**config.mk**
```make
export PLATFORM = sky130hd
export DESIGN_NAME = gpi_smi_regs
export DESIGN_NICKNAME = d
export VERILOG_FILES = /design/src/rtl/gpi_smi_pkg.sv /design/src/rtl/gpi_sync.sv /design/src/rtl/gpi_sts_bank.sv /design/src/rtl/gpi_smi_gate.sv /design/src/rtl/gpi_smi_regs.sv
export SDC_FILE = /design/constraint.sdc
export NUM_CORES = 1
export LEC_CHECK = 0
export ABC_AREA = 0
export BUFFER_PORTS_ARGS = -buffer_cell sky130_fd_sc_hd__buf_2
export CORE_MARGIN = 10
export CORE_UTILIZATION = 48
export DETAILED_ROUTE_END_ITERATION = 8
export GPL_TIMING_DRIVEN = 0
export PLACE_DENSITY_LB_ADDON = 0.15
export SLEW_MARGIN = 30
export SYNTH_ARGS = -nofsm -noshare
export SYNTH_HDL_FRONTEND = slang
export SYNTH_SLANG_ARGS = --single-unit
```
**constraint.sdc**
```tcl
create_clock -name clk_i -period 2.2 [get_ports clk_i]
set_input_delay 0.11 -clock clk_i [delete_from_list [all_inputs] [get_ports clk_i]]
set_output_delay 0.11 -clock clk_i [all_outputs]
set_load 0.05 [all_outputs]
```
**src/rtl/gpi_smi_pkg.sv**
```systemverilog
package gpi_smi_pkg;
  localparam int unsigned ROUTE_W = 2;

  typedef enum logic [ROUTE_W-1:0] {
    ROUTE_NONE = 2'b00,
    ROUTE_SMI  = 2'b01,
    ROUTE_SCI  = 2'b10,
    ROUTE_RSVD = 2'b11
  } route_e;
endpackage

```
**src/rtl/gpi_sync.sv**
```systemverilog
module gpi_sync #(
  parameter int unsigned N_GPI = 16
) (
  input  logic             clk_i,
  input  logic             rst_ni,
  input  logic [N_GPI-1:0] gpi_i,
  output logic [N_GPI-1:0] rise_o
);
  localparam int unsigned STAGES = 3; // two sync flops plus one for edge detect

  for (genvar i = 0; i < N_GPI; i++) begin : g_bit
    logic [STAGES-1:0] stg_q;

    always_ff @(posedge clk_i or negedge rst_ni) begin
      if (!rst_ni) stg_q <= '0;
      else         stg_q <= {stg_q[STAGES-2:0], gpi_i[i]};
    end

    assign rise_o[i] = stg_q[1] & ~stg_q[2];
  end
endmodule

```
**src/rtl/gpi_sts_bank.sv**
```systemverilog
module gpi_sts_bank #(
  parameter int unsigned     N_GPI     = 16,
  parameter logic [N_GPI-1:0] IMPL_MASK = '1
) (
  input  logic             clk_i,
  input  logic             rst_ni,
  input  logic             en_wr_i,
  input  logic             sts_wr_i,
  input  logic [N_GPI-1:0] wdata_i,
  input  logic [N_GPI-1:0] rise_i,
  output logic [N_GPI-1:0] en_o,
  output logic [N_GPI-1:0] sts_o
);
  logic [N_GPI-1:0] en_q, sts_q, clr;

  assign clr = sts_wr_i ? wdata_i : '0;

  always_ff @(posedge clk_i or negedge rst_ni) begin
    if (!rst_ni) begin
      en_q  <= '0;
      sts_q <= '0;
    end else begin
      if (en_wr_i) en_q <= wdata_i & IMPL_MASK;
      // set has priority over a simultaneous clear
      sts_q <= ((sts_q & ~clr) | rise_i) & IMPL_MASK;
    end
  end

  assign en_o  = en_q;
  assign sts_o = sts_q;
endmodule

```
**src/rtl/gpi_smi_gate.sv**
```systemverilog
module gpi_smi_gate
  import gpi_smi_pkg::*;
#(
  parameter int unsigned      N_GPI     = 16,
  parameter logic [N_GPI-1:0] IMPL_MASK = '1
) (
  input  logic                     clk_i,
  input  logic                     rst_ni,
  input  logic [N_GPI*ROUTE_W-1:0] route_i,
  input  logic [N_GPI-1:0]         en_i,
  input  logic [N_GPI-1:0]         sts_i,
  input  logic                     gpe_clr_i,
  output logic                     smi_no_o,
  output logic                     gpe_sts_o
);
  logic [N_GPI-1:0] to_smi;
  logic             pend;
  logic             gpe_q;

  for (genvar i = 0; i < N_GPI; i++) begin : g_route
    assign to_smi[i] = (route_i[i*ROUTE_W +: ROUTE_W] == ROUTE_SMI);
  end

  assign pend = |(sts_i & en_i & to_smi & IMPL_MASK);

  always_ff @(posedge clk_i or negedge rst_ni) begin
    if (!rst_ni) gpe_q <= 1'b0;
    else         gpe_q <= pend | (gpe_q & ~gpe_clr_i);
  end

  assign smi_no_o  = ~pend;
  assign gpe_sts_o = gpe_q | pend;
endmodule

```
**src/rtl/gpi_smi_regs.sv**
```systemverilog
module gpi_smi_regs
  import gpi_smi_pkg::*;
#(
  parameter int unsigned       N_GPI     = 16,
  parameter int unsigned       ADDR_W    = 8,
  parameter logic [ADDR_W-1:0] EN_OFS    = 8'h38,
  parameter logic [ADDR_W-1:0] STS_OFS   = 8'h3A,
  parameter logic [N_GPI-1:0]  IMPL_MASK = '1
) (
  input  logic                     clk_i,
  input  logic                     rst_ni,
  input  logic [N_GPI-1:0]         gpi_i,
  input  logic [N_GPI*ROUTE_W-1:0] route_i,
  input  logic                     wr_i,
  input  logic [ADDR_W-1:0]        addr_i,
  input  logic [N_GPI-1:0]         wdata_i,
  output logic [N_GPI-1:0]         rdata_o,
  input  logic                     gpe_clr_i,
  output logic                     smi_no_o,
  output logic                     gpe_sts_o
);
  logic [N_GPI-1:0] rise, en_q, sts_q;
  logic             hit_en, hit_sts;

  assign hit_en  = (addr_i == EN_OFS);
  assign hit_sts = (addr_i == STS_OFS);

  gpi_sync #(.N_GPI(N_GPI)) u_sync (
    .clk_i  (clk_i),
    .rst_ni (rst_ni),
    .gpi_i  (gpi_i),
    .rise_o (rise)
  );

  gpi_sts_bank #(.N_GPI(N_GPI), .IMPL_MASK(IMPL_MASK)) u_bank (
    .clk_i    (clk_i),
    .rst_ni   (rst_ni),
    .en_wr_i  (wr_i & hit_en),
    .sts_wr_i (wr_i & hit_sts),
    .wdata_i  (wdata_i),
    .rise_i   (rise),
    .en_o     (en_q),
    .sts_o    (sts_q)
  );

  gpi_smi_gate #(.N_GPI(N_GPI), .IMPL_MASK(IMPL_MASK)) u_gate (
    .clk_i     (clk_i),
    .rst_ni    (rst_ni),
    .route_i   (route_i),
    .en_i      (en_q),
    .sts_i     (sts_q),
    .gpe_clr_i (gpe_clr_i),
    .smi_no_o  (smi_no_o),
    .gpe_sts_o (gpe_sts_o)
  );

  always_comb begin
    rdata_o = '0;
    if (hit_en)       rdata_o = en_q;
    else if (hit_sts) rdata_o = sts_q;
  end
endmodule

```
==> results of run 1 <==
[synthesized netlist by cell type]
master     n
dfrtp_1   81
a22o_1    32
inv_1     19
nand2_1   17
nand4b_1  17
mux2_4    10
mux2_2     6
nand4_1    4
clkbuf_1   2
buf_2      1
buf_6      1
nand2_4    1
nor3_2     1
nor3_4     1
nor4_1     1
nor4_4     1
o21ai_0    1
or3_4      1
[cells by family after synthesis]
kind of cell	after synthesis	share of synthesized area [%]
buf+inv	23	3.24
simple gates	44	10.7
mux	16	7.41
compound gates	33	9.71
flops	81	69.0
[per-layer routing]
layer | GRT usage (%) | up-vias | wire length (µm)
met3 | 6.20 | 10 | 391
met5 | 0 | - | 0
met2 | 25.9 | 57 | 3910
li1 | - | 979 | -
met4 | 4.30 | 0 | 79
met1 | 16.8 | 1055 | 2990
[area by class of cell]
| cell class | count | share of cell area [%] |
|---|---|---|
| Buffer | 4 | 0.651 |
| Clock buffer | 11 | 3.75 |
| Clock inverter | 5 | 0.930 |
| Inverter | 19 | 1.77 |
| Multi-Input combinational cell | 93 | 20.6 |
| Sequential cell | 81 | 50.2 |
| Tap cell | 75 | 2.32 |
| Timing Repair Buffer | 125 | 19.8 |
[cells in the final DEF (no fill, tap or decap)]
master / synthesis / final
dlygate4sd3_1: 0 / 31
clkinvlp_4: 0 / 2
nand4b_1: 17 / 17
clkinv_4: 0 / 1
mux2_4: 10 / 10
nand2_4: 1 / 1
clkbuf_2: 0 / 2
nand2_1: 17 / 17
dfrtp_1: 81 / 81
o21ai_0: 1 / 1
nor3_2: 1 / 1
nor3_4: 1 / 1
nor4_4: 1 / 2
buf_6: 1 / 1
clkbuf_8: 0 / 11
or3_4: 1 / 1
buf_12: 0 / 1
inv_6: 0 / 1
clkinv_2: 0 / 1
inv_1: 19 / 19
mux2_2: 6 / 6
a22o_1: 32 / 32
nand4_1: 4 / 4
buf_2: 1 / 93
buf_4: 0 / 1
[state kept, by name, summed over array words and instances (netlist names)]
register / cells
u_bank.en_o: 16
u_gate.gpe_q: 1
u_bank.sts_o: 16
u_sync.g_bit.stg_q: 48
[worst register-to-register path, stage by stage, from the launching register on]
cell and delay (ns):
dfrtp_1 0.41, nand4b_1 0.14, nand4_1 0.17, nor4_4 0.36, o21ai_0 0.13
[metrics by stage]
stage	utilization, %	instances	total power, mW	cell area, µm²	setup TNS, ns
final	68.2	413	2.85	4040	0
after global routing	68.2	413	2.98	4040	0
after CTS	67.5	409	2.87	4000	0
after detailed placement	59.7	366	1.84	3540	-0.387
after global placement	59.3	365	1.82	3510	-0.284
after floorplan	-	197	1.70	2950	0
[worst paths after layout]
check,startpoint,to,depth (start not counted)
min in group asynchronous,rst_ni,u_sync.g_bit[0].stg_q[2],2
max in group asynchronous,rst_ni,u_bank.en_o[15],3
hold / removal,wdata_i[2],u_bank.en_o[2],2
hold reg to reg,u_sync.g_bit[0].stg_q[0],u_sync.g_bit[0].stg_q[1],0
setup reg to reg,u_bank.sts_o[3],u_gate.gpe_q,4
setup / recovery,addr_i[2],rdata_o[8],6
[repair_timing]
action | CTS | global route
endpoints found under the setup margin | 10 | 10
gates resized for setup | 1 | 2
hold buffers | 27 | 4
gates cloned | 0 | 0
endpoints found under the hold margin | 62 | 4
[power groups by stage]
stage,clock [mW],sequential (mW),combinational [mW]
after floorplan,0,1.60,0.101
after global placement,0,1.61,0.216
after detailed placement,0,1.61,0.224
after CTS,1.03,1.58,0.262
after global routing,1.10,1.59,0.290
final,1.01,1.58,0.265
==> run metrics, run 1 <==
cells along the critical path buf_2 -> nand4b_1 -> nor3_2 -> clkbuf_2 -> a22o_1 -> buf_2; Num CTS Buffers 9; CP most frequent cell buf_2; smallest hold slack 0.0261 ns; register-to-register setup slack 0.86 ns; Worst Skew 0.00701 ns; first-pass GRT wire length 11.6 mm; CTS sink count 81; #FFs+latches synth 81; status finished clean; gpl congestion ~0.76; Reg area 0.00203 mm²; Tightest Pin Transition roughly 0.52 ns; Placeable Area 0.00592 mm²; fin nets ~410; Clock transition at path regs 0.07 ns; Post-Syn Area 0.00294 mm²; Multi-input gate area 832 µm²; total track usage 15.1%; Via Count 2101; io pins between 90 and 100; effective utilization at floorplan 49.6%; CP peak stage delay 0.53 ns; Leak 2.04 nW; CTS HTree Levels 3; 1st-iter DRT viols 50; Setup-failing EPs final 0; worst skew pair latency between 0.3 and 0.4 ns; Worst slew margin 65.5%; net switching power figure 0.694 mW; max-cap viol count 0; top cells by area, synth dfrtp_1 69%, a22o_1 9.5%, mux2_4 5.1%; Fmax 492 MHz; vias in the first global route 2355; Final min period approximately 2 ns; Ys Warns 0; Post-DRT Antenna Nets 0; wire length per cell about 18 µm; Sw Ratio roughly a quarter; Post-DP HPWL 5.26 mm; antenna diode count 0; critical path peak fanout 10; layout cell share with drive strength beyond 1 40.2%; largest net degree at the start of global routing 46; CTS tree done; CP Buf/Inv Count 3; top cell type's share of synthesized area just under 70%; final worst setup slack 0.169 ns; clock power share 35.3%; cell taking the most area after synthesis dfrtp_1; Gate power share 9.3%; P per Cell Area 707 mW/mm²; Die Area 0.00965 mm²; die width 98.3 µm; port buffer count 93; Worst Path Arrival 1.92 ns; Netlist cell types 18; RSZ-0062 raised after global routing no; Final Hold Violating Endpoints 0; hold crit path type in2reg; Peak VDD IR 0.595 mV; Syn Nets 273; # rows 28; GRT overflow 0; Max Slew Vio Count 0; final period utilization 92.3%; part of the power in registers 55.4%; slowest cell on the critical path nor3_2; CP Capture Type primary output; clock root cell clkbuf_8; drt first pass iters 4; dpl ws -0.0638 ns; Syn Area/Cell 14.9 µm²; maximum clock path buffer count 2; initial antenna violation count 0; Syn Inst Count 197; total wire length 7.36 mm; Die Ht 98.3 µm; cell-internal power 2.16 mW; Fillers 453; # DRC 0; Crit path max-delay family simple AND/OR/NAND/NOR gates; via/cell ratio about 5.1; CP Launch Type input pin; worst endpoint required time 2.09 ns; register area share after synthesis 69.0%; critical path class in2out; Post-CTS Setup Bufs 0; Area Growth Syn to Fin 37.4%
(Power assumes the default switching activity.)
==> run 2, diff against run 1 <==
- CORE_UTILIZATION: 48 -> 54
- PLACE_DENSITY: default -> 0.94
- PLACE_DENSITY_LB_ADDON: 0.15 -> default
==> run metrics, run 2 (synthesized netlist as in run 1, its figures left out) <==
Via Count 2120 (+0.90%); Post-DP Area 0.00354 mm² (about the same); antenna diode count 0 (unchanged); CP Capture Type primary output; Post-DRT Antenna Nets 0 (unchanged); Final Hold Violating Endpoints 0 (unchanged); clock root cell clkbuf_8; Area Growth Syn to Fin 37.5%; worst skew pair latency 0.35 ns (about the same); critical path peak fanout 10 (unchanged); Fillers 337 (-26%); smallest hold slack 0.0170 ns (-0.00908 ns); P per Cell Area 781 mW/mm² (+10%); Leak 2.05 nW (+0.37%); Setup-failing EPs final 0 (unchanged); Tightest Pin Transition 0.562 ns (+0.0464 ns); Worst Path Arrival 1.97 ns (+0.05 ns); Die Ht 93.8 µm (-4.6%); # rows 26 (-7.1%); Clock transition at path regs 0.08 ns (about the same); fin nets 404 (-1.2%); # DRC 0 (unchanged); Fmax 480 MHz (-2.6%); initial antenna violation count 0 (unchanged); maximum clock path buffer count 2 (unchanged); Peak VDD IR 0.532 mV (-11%); clock power share 41.4% (+6.1 points); CTS tree done; effective utilization at floorplan 56.5% (+6.8 points); net switching power figure 0.715 mW (+3.1%); CP peak stage delay 0.56 ns (+0.03 ns); hold crit path type in2reg; Worst slew margin 62.3% (-3.1 points); Biggest register u_sync.g_bit.stg_q; commonest non-fill, non-tap cell in the layout buf_2; Die Area 0.00879 mm² (-8.9%); die width 93.8 µm (-4.6%); io pins 94 (unchanged); first-pass GRT wire length 12.5 mm (+7.4%); GRT overflow 0 (unchanged); port buffer count 93 (unchanged); critical path class in2out; Final TNS setup 0 ns (unchanged); part of the power in registers 50.2% (-5.2 points); fin area 0.00404 mm² (+0.12%); Gate power share 8.4% (-0.9 points); Post-CTS Setup Bufs 0 (unchanged); gpl congestion 0.761 (-0.18%); layout cell share with drive strength beyond 1 40.5% (+0.30 points); via/cell ratio 5.26 (+3.4%); Final min period 2.08 ns (+0.0537 ns); Max Slew Vio Count 0 (unchanged); max-cap viol count 0 (unchanged); Worst Skew 0.00961 ns (+0.00260 ns); total wire length 7.81 mm (+6.1%); wire length per cell 19.4 µm (+8.8%); dpl ws -0.0546 ns (+0.00923 ns); max FFs per register 48 (unchanged); total track usage 18.5% (+3.4 points); Placeable Area 0.00520 mm² (-12%); RSZ-0062 raised after global routing no; drt first pass iters 4 (unchanged); cells along the critical path buf_2 -> nand4b_1 -> nor3_2 -> clkbuf_2 -> a22o_1 -> buf_2; CTS sink count 81 (unchanged); CTS HTree Levels 3 (unchanged); worst endpoint required time 2.09 ns (about the same); cell-internal power 2.44 mW (+13%); CP most frequent cell buf_2; final worst setup slack 0.115 ns (-0.0537 ns); 1st-iter DRT viols 111 (+120%); largest net degree at the start of global routing 51 (+11%); vias in the first global route 2402 (+2.0%); Post-DP HPWL 5.34 mm (+1.4%); Num CTS Buffers 9 (unchanged); commonest cells after routing, fill and taps aside 93 x buf_2, 81 x dfrtp_1, 32 x a22o_1, 26 x dlygate4sd3_1, 19 x inv_1; slowest cell on the critical path nor3_2; status finished clean; CP Launch Type input pin; Sw Ratio 22.7% (-1.7 points); final period utilization 94.8% (+2.4 points)
## run 2: worst max-delay path: cells and delay by family
family          cells  cell delay, ns
buf+inv             3            0.76
simple gates        2            0.88
compound gates      1            0.21
## run 2: power by group through the flow
stage	logic, mW	registers (mW)	clock network (mW)
finish	0.265	1.58	1.31
global route	0.288	1.59	1.39
CTS	0.264	1.58	1.32
detailed placement	0.227	1.61	0
global placement	0.212	1.61	0
floorplan	0.101	1.60	0
## run 2: what timing repair did
item	CTS	global route
endpoints found under the hold margin	56	0
resized for setup	1	2
hold buffers	26	0
pin swaps	0	0
setup endpoints to repair	10	10
## run 2: layout make-up
class	count	area (µm²)	share of cell area [%]
clock inverters	6	115	2.85
well taps	70	87.6	2.17
multi-input cells	93	832	20.6
plain buffers	4	26.3	0.650
flip-flops and latches	81	2030	50.1
clock buffers	10	128	3.16
inverters	19	71.3	1.76
repair buffers	120	756	18.7
## run 2: routing by layer
layer / global-route usage, % / vias to the layer above / routed length (µm)
li1: - / 972 / -
met1: 20.5 / 1039 / 3080
met2: 31.7 / 98 / 3960
met3: 6.16 / 11 / 638
met4: 7.72 / 0 / 136
met5: 0 / - / 0
## run 2: path summary, 6_finish.rpt
path	slack, ns	endpoint	start	cells past startpoint
max	0.12	rdata_o[6]	addr_i[2]	6
min	0.02	u_bank.en_o[0]	wdata_i[0]	2
max reg2reg	0.79	u_gate.gpe_q	u_bank.sts_o[3]	4
min reg2reg	0.35	u_sync.g_bit[10].stg_q[1]	u_sync.g_bit[10].stg_q[0]	0
max in group asynchronous	1.38	u_sync.g_bit[1].stg_q[2]	rst_ni	3
min in group asynchronous	0.24	u_bank.en_o[13]	rst_ni	2
## run 2: through the flow
| step | util (%) | power [mW] | std cells |
|---|---|---|---|
| after floorplan | - | 1.70 | 197 |
| after global placement | 67.4 | 1.82 | 360 |
| after detailed placement | 68.0 | 1.84 | 361 |
| after CTS | 77.6 | 3.17 | 403 |
| after global routing | 77.7 | 3.27 | 403 |
| final | 77.7 | 3.16 | 403 |
